==> config.mk <==
export PLATFORM = sky130hd
export DESIGN_NAME = tag_check_unit
export DESIGN_NICKNAME = d
export VERILOG_FILES = /design/src/rtl/tag_check_unit.sv
export SDC_FILE = /design/constraint.sdc
export NUM_CORES = 1
export LEC_CHECK = 0
export BUFFER_PORTS_ARGS = -buffer_cell sky130_fd_sc_hd__buf_2
export CAP_MARGIN = 20
export CORE_AREA = 2 2 39 41
export DETAILED_ROUTE_END_ITERATION = 8
export DIE_AREA = 0 0 41 43
export PLACE_DENSITY_LB_ADDON = 0.1
export SETUP_SLACK_MARGIN = 0.5
export SYNTH_ARGS = -nofsm -noshare
export SYNTH_HDL_FRONTEND = slang
export SYNTH_SLANG_ARGS = --single-unit
==> constraint.sdc <==
create_clock -name clk -period 0.8 [get_ports clk]
set_input_delay 0.04 -clock clk [delete_from_list [all_inputs] [get_ports clk]]
set_output_delay 0.04 -clock clk [all_outputs]
set_load 0.01 [all_outputs]
==> src/rtl/tag_check_unit.sv <==
module tag_check_unit #(
  parameter int ROLES   = 4,
  parameter int CLASSES = 7,
  localparam int CAUSE_W  = $clog2(CLASSES + 1),
  localparam int CFG_W    = CLASSES * ROLES + 1
) (
  input  logic               clk,
  input  logic               rst_n,
  input  logic               chk_valid,
  input  logic [CAUSE_W-1:0] ins_class,
  input  logic [ROLES-1:0]   role_tags,
  input  logic               next_pc_tag,
  input  logic [CFG_W-1:0]   chk_cfg,
  output logic               exc_pulse,
  output logic [CAUSE_W-1:0] exc_cause
);

  localparam int EXEC_BIT = CFG_W - 1;
  localparam logic [CAUSE_W-1:0] EXEC_CAUSE = CAUSE_W'(CLASSES);
  localparam int MEM_CLASS = CLASSES - 1;

  logic [CLASSES-1:0] class_hit;
  logic               exec_hit;
  logic [CAUSE_W-1:0] cause_d;

  for (genvar c = 0; c < CLASSES; c++) begin : g_cls
    assign class_hit[c] = chk_valid && (ins_class == CAUSE_W'(c)) &&
                          |(chk_cfg[c*ROLES +: ROLES] & role_tags);
  end

  assign exec_hit = chk_valid && chk_cfg[EXEC_BIT] && next_pc_tag;

  always_comb begin
    cause_d = '0;
    for (int c = 0; c < CLASSES; c++)
      if (class_hit[c]) cause_d = CAUSE_W'(c);
    if (exec_hit) cause_d = EXEC_CAUSE;
  end

  always_ff @(posedge clk) begin
    if (!rst_n) begin
      exc_pulse <= 1'b0;
      exc_cause <= '0;
    end else begin
      exc_pulse <= exec_hit || (|class_hit);
      exc_cause <= cause_d;
    end
  end

  logic seen_r;
  always_ff @(posedge clk) begin
    if (!rst_n) seen_r <= 1'b0;
    else        seen_r <= 1'b1;
  end

  p_idle_cause_r9: assert property (@(posedge clk) disable iff (!rst_n)
    !exc_pulse |-> exc_cause == '0);

  p_valid_needed_r7: assert property (@(posedge clk) disable iff (!rst_n)
    (seen_r && !$past(chk_valid)) |-> !exc_pulse);

  p_exec_wins_r4: assert property (@(posedge clk) disable iff (!rst_n)
    (seen_r && $past(chk_valid && chk_cfg[EXEC_BIT] && next_pc_tag))
      |-> (exc_pulse && exc_cause == EXEC_CAUSE));

  p_zero_cfg_r6: assert property (@(posedge clk) disable iff (!rst_n)
    (seen_r && $past(chk_cfg == '0)) |-> !exc_pulse);

  p_no_class_r8: assert property (@(posedge clk) disable iff (!rst_n)
    (seen_r && $past(ins_class == EXEC_CAUSE && !(chk_cfg[EXEC_BIT] && next_pc_tag)))
      |-> !exc_pulse);

  p_mem_src_addr_r10: assert property (@(posedge clk) disable iff (!rst_n)
    (seen_r && $past(chk_valid && ins_class == CAUSE_W'(MEM_CLASS) &&
                     chk_cfg[MEM_CLASS*ROLES] && role_tags[0] &&
                     !(chk_cfg[EXEC_BIT] && next_pc_tag)))
      |-> (exc_pulse && exc_cause == CAUSE_W'(MEM_CLASS)));

endmodule

-- Word level (Yosys, flattened, before mapping)
Cells that the tools add are included.
W data, S select, Z words.
- $add $sub $neg: 0
- multipliers: 0
- div/mod/pow operators: 0
- $lt $le $gt $ge: 0
- equal/unequal tests: 6
- shift-type cells: 0
- muxes and demuxes: 7
- bitwise logic cells: 7
- reduce and logical (&&, ||, !) cells: 26
- operator list (kind ; number):
    $and A4 B4 Y4 ; 7
    $reduce_or A4 Y1 ; 7
    $mux W3 ; 6
    $logic_and A1 B1 Y1 ; 16
    $eq A3 B3 Y1 const B ; 3
    $reduce_or A7 Y1 ; 1
    $eq A3 B2 Y1 const B ; 2
    $eq A3 B1 Y1 const B ; 1
    $logic_not A3 Y1 ; 1
    $logic_or A1 B1 Y1 ; 1
    $mux W1 ; 1
- flip-flop bits (word level): 4
- bits in latches: 0
- memory bits (writable): 0
- memory bits (read-only): 0
- input bits: 40
- output and inout port bits: 4
- logic and storage cells: 48
- memories kept: 0

-- Depth between registers and ports, before layout
- word-level depth: 10
- mapped depth: 4
- gate-level depth less buffers: 4

-- Worst setup path before layout
No wires, ideal clock.
- kind: in2reg
- start: in role_tags[1]
- end: reg exc_pulse
- library setup time: 0.134 ns
- data arrival time: 0.729 ns
- required time: 0.666 ns
- setup slack: -0.063 ns
- cell stages on the path: 4
- buffers on the path: 0
- cell sequence: a22oi_1 -> a211oi_1 -> nor4_1 -> a31oi_1
- longest elaborated chain between the ends: 5
- elaborated cells between the ends (all ways): 23
- classes of those cells: bitwise (7); reduce/logical (16)
- ends and longest elaborated chain (item ; RTL line ; source):
    from (decl) ; 11 ; input logic [ROLES-1:0] role_tags,
    $and A4 B4 Y4 ; 28 ; |(chk_cfg[c*ROLES +: ROLES] & role_tags);
    $reduce_or A4 Y1 ; 28 ;
    $logic_and A1 B1 Y1 ; 27 ; assign class_hit[c] = chk_valid && (ins_class == CAUSE_W'(c)) &&
    $reduce_or A7 Y1 * ; 45 ; exc_pulse <= exec_hit || (|class_hit);
    $logic_or A1 B1 Y1 * ; 45 ;
    to (signal assigned) ; 45 ;
    to (decl) ; 14 ; output logic exc_pulse,
Every way passes the cells marked *; elsewhere a longest branch is shown, timed or not.
A chain may end at the register's enable or synchronous reset.

-- Worst setup path in the final report
- start: in ins_class[2]
- end: reg exc_pulse
- longest elaborated chain between the ends: 5
- elaborated cells between the ends (all ways): 23
- classes of those cells: eq/ne (6); reduce/logical (17)
- ends and longest elaborated chain (item ; RTL line ; source):
    from (decl) ; 10 ; input logic [CAUSE_W-1:0] ins_class,
    $eq A3 B1 Y1 (tied with other cells) ; 27 ;
    $logic_and A1 B1 Y1 (2 in series) ; 27 ;
    $reduce_or A7 Y1 * ; 45 ;
    $logic_or A1 B1 Y1 * ; 45 ;
Marks and branches as above.

==> insert_results.sql <==
INSERT INTO impl_metrics (metric_group, metric, value, unit) VALUES
('run_status', 'status', 'finished, final reports clean', ''),
('sta', 'worst-slew-pin-transition', '0.283', 'ns'),
('placed_design', 'port-buffer-count', '43', ''),
('cells_and_area', 'layout-area-overhead-vs-synth', '129', '%'),
('global_routing', 'aggregate_global_routing_overflow', '0', ''),
('clock_tree', 'root_buffer', 'sky130_fd_sc_hd__clkbuf_4', ''),
('cells_and_area', 'finalNonFillerCells', '105', ''),
('power_and_ir_drop', 'power.density_cell_area', '1080', 'mW/mm^2'),
('hold_path', 'timing.hold.worst.start', 'rst_n', ''),
('clock_tree', 'sinks_on_clock_net', '4', ''),
('synth', 'netlist-cell-type-count', '12', ''),
('clock_tree', 'cts_tree', 'yes', ''),
('synth', 'yosysWarningCount', '0', ''),
('route', 'via_count_of_the_routed_design', '547', ''),
('run', 'maxCapViolations', '0', ''),
('synth', 'syn_inst', '41', ''),
('floorplanning', 'initial_utilization', '23.1', '%'),
('clock_tree', 'worst_setup_hold_path_clk_slew', '0.04', 'ns'),
('sta', 'fin_crit', '0.749', 'ns'),
('critical_path', 'timing.critical_path.from', 'ins_class[2]', ''),
('clock_tree', 'cts_hold_buffers', '0', ''),
('sta', 'timing.final.setup_violations', '0', ''),
('placed_design', 'placed_cell_area', '603', 'sq um'),
('critical_path', 'critical_path.top_delay_family', 'compound AO/OA/AOI/OAI gates', ''),
('global_routing', 'grt_pass1_wl', '1.95', 'mm'),
('critical_path', 'nature_of_the_critical_path_endpoint', 'register', ''),
('placed_design', 'post-place-ws', '-0.255', 'ns'),
('synth', 'total_nets_after_synthesis', '81', ''),
('route', 'drtAntennaViolNets', '0', ''),
('route', 'detail_route.vias_per_cell', '5.21', ''),
('route', 'wl_per_cell', '12.9', 'um'),
('global_routing', 'largest_net_degree_at_the_start_of_global_routing', '8', ''),
('route', 'drcViolationCount', '0', ''),
('route', 'detail_route.first_pass.iterations', '4', ''),
('sta', 'max-slew-margin-rel', '81.0', '%'),
('critical_path', 'critical_path.n_buffers_inverters', '1', ''),
('critical_path', 'worst_path_largest_cell_delay', '0.27', 'ns'),
('floorplanning', 'std_cell_rows', '14', ''),
('cells_and_area', 'num-nets-final', '131', ''),
('global_routing', 'antenna_found_initial', '0', ''),
('critical_path', 'required', '0.96', 'ns'),
('cells_and_area', 'final-seq-area', '83.8', 'sq um'),
('critical_path', 'type_of_the_worst_setup_path', 'in2reg', ''),
('clock_tree', 'clockBufferDepth', '2', ''),
('sta', 'timing_hold_violations_final', '0', ''),
('floorplanning', 'core_area', '0.00138', 'sq mm'),
('cells_and_area', 'multiInputGateArea', '315', 'sq um'),
('critical_path', 'cp_slowest_cell', 'sky130_fd_sc_hd__a211oi_2', ''),
('synth', 'netlist_area', '319', 'sq um'),
('floorplanning', 'floorplan.die_area', '0.00176', 'sq mm'),
('floorplanning', 'die_w', '41', 'um'),
('cells_and_area', 'fillers', '135', ''),
('synth', 'postSynthAreaPerCell', '7.78', 'sq um'),
('critical_path', 'ordered_list_of_cells_on_the_worst_path', 'buf_2, nand2b_1, a211oi_2, nor4_2, a31oi_1', ''),
('clock_tree', 'numCtsBuffers', '3', ''),
('global_routing', 'first_global_vias', '492', ''),
('power_and_ir_drop', 'power.leakage', '0.328', 'nW'),
('floorplanning', 'pin_count', '44', ''),
('sta', 'rsz0062_at_grt', 'true', ''),
('sta', 'drv_slew', '0', ''),
('critical_path', 'worstSetupStartpointType', 'primary input', ''),
('route', 'drtIter0Drc', '7', ''),
('critical_path', 'worst_ep_arrival_time', '0.91', 'ns'),
('floorplanning', 'floorplan.die.height', '43', 'um'),
('critical_path', 'highest_fanout_seen_on_the_critical_path', '4', ''),
('route', 'totalWireLength', '1.36', 'mm'),
('placed_design', 'place_inst', '101', ''),
('cells_and_area', 'postLayoutCellArea', '729', 'sq um'),
('placed_design', 'gp_congestion', '0.763', ''),
('sta', 'fin_ws', '0.0515', 'ns'),
('sta', 'finalCritPeriodShare', '93.6', '%'),
('cells_and_area', 'drive_gt1_share', '74.2', '%'),
('sta', 'clock.fmax', '1340', 'MHz'),
('power_and_ir_drop', 'power.ir.vdd_worst', '0.368', 'mV'),
('cells_and_area', 'antenna_cells_inserted', '0', ''),
('synth', 'synth_seq_cells', '4', ''),
('hold_path', 'type_of_the_most_critical_hold_path', 'in2reg', ''),
('global_routing', 'grtUsageTotal', '16.8', '%'),
('synth', 'synth_seq_area_share', '25.1', '%'),
('clock_tree', 'h-tree-depth', '1', '');
-- worst min-delay path, stage by stage --
cell and delay (ns):
sky130_fd_sc_hd__buf_2 0.07, sky130_fd_sc_hd__inv_1 0.06, sky130_fd_sc_hd__nor2_1 0.08
-- placed cells by master, fill, tap and decap left out, drive strengths merged --
cell type	synthesis	final
a2111oi	2	2
a211oi	5	5
a21oi	1	1
a22oi	14	14
a31oi	1	1
and3	1	1
buf	0	45
clkbuf	0	3
dfxtp	4	4
inv	1	1
nand2	2	2
nand2b	3	3
nor2	5	5
nor4	2	2
-- area by class of cell --
type,instances,share of cell area [%]
Tap cell,16,2.74
Clock buffer,3,3.09
Multi-Input combinational cell,36,43.2
Timing Repair Buffer,45,38.9
Sequential cell,4,11.5
Inverter,1,0.515
-- timing repair --
item                       4_1_cts  5_1_grt
gates resized for setup         18        4
setup buffers                    1        0
gates cloned                     0        0
pin swaps                        7        4
setup endpoints to repair        8        8
-- per-layer routing --
metal | routed length (um) | up-vias | track usage, % | part of all wire (%)
met4 | 62 | 0 | 14.0 | 4.6
met2 | 687 | 29 | 26.6 | 51
li1 | - | 271 | - | -
met3 | 92 | 7 | 2.09 | 6.8
met1 | 515 | 240 | 18.3 | 38
met5 | 0 | - | 0 | 0
-- stage by stage --
stage	setup TNS, ns	util (%)	total power, mW	hold slack, ns
detailed placement	-0.871	43.6	0.471	0.295
finish	0	52.7	0.791	0.0445
CTS	0	51.2	0.779	0.0436
floorplan	-0.00893	-	0.319	0.186
global route	-0.0103	52.7	0.825	0.0793
global placement	-0.856	43.6	0.469	0.303
-- flip-flops by register name, indices dropped and copies added (netlist names) --
register,cells
exc_cause,3
exc_pulse,1
-- synth_stat cells --
library cell	instances	area, sq um
sky130_fd_sc_hd__nand2_1	2	7.51
sky130_fd_sc_hd__inv_1	1	3.75
sky130_fd_sc_hd__nor4_1	2	12.5
sky130_fd_sc_hd__a21oi_1	1	5.00
sky130_fd_sc_hd__nor2_1	5	18.8
sky130_fd_sc_hd__a22oi_1	14	105
sky130_fd_sc_hd__and3_1	1	6.26
sky130_fd_sc_hd__nand2b_1	3	18.8
sky130_fd_sc_hd__a31oi_1	1	6.26
sky130_fd_sc_hd__dfxtp_1	4	80.1
sky130_fd_sc_hd__a2111oi_0	2	17.5
sky130_fd_sc_hd__a211oi_1	5	37.5
-- cell families after synthesis --
group                  share of synthesized area (%)
AOI/OAI and AO/OA                               53.7
buffers and inverters                           1.18
DFF                                             25.1
and+or+nand+nor                                 20.0
-- worst paths after layout --
check	endpoint	slack (ns)	depth (start not counted)
worst max-delay path	exc_pulse	0.05	5
worst min-delay path	exc_cause[1]	0.04	3
-- report_power, final --
| group | internal, mW | switching [mW] | leakage (nW) | total [mW] |
|---|---|---|---|---|
| Clock | 0.169 | 0.0964 | 0.0138 | 0.265 |
| Combinational | 0.169 | 0.136 | 0.281 | 0.305 |
| Sequential | 0.216 | 0.00470 | 0.0341 | 0.220 |
| Total | 0.554 | 0.237 | 0.328 | 0.791 |
Power figures use the tool's default switching activity.
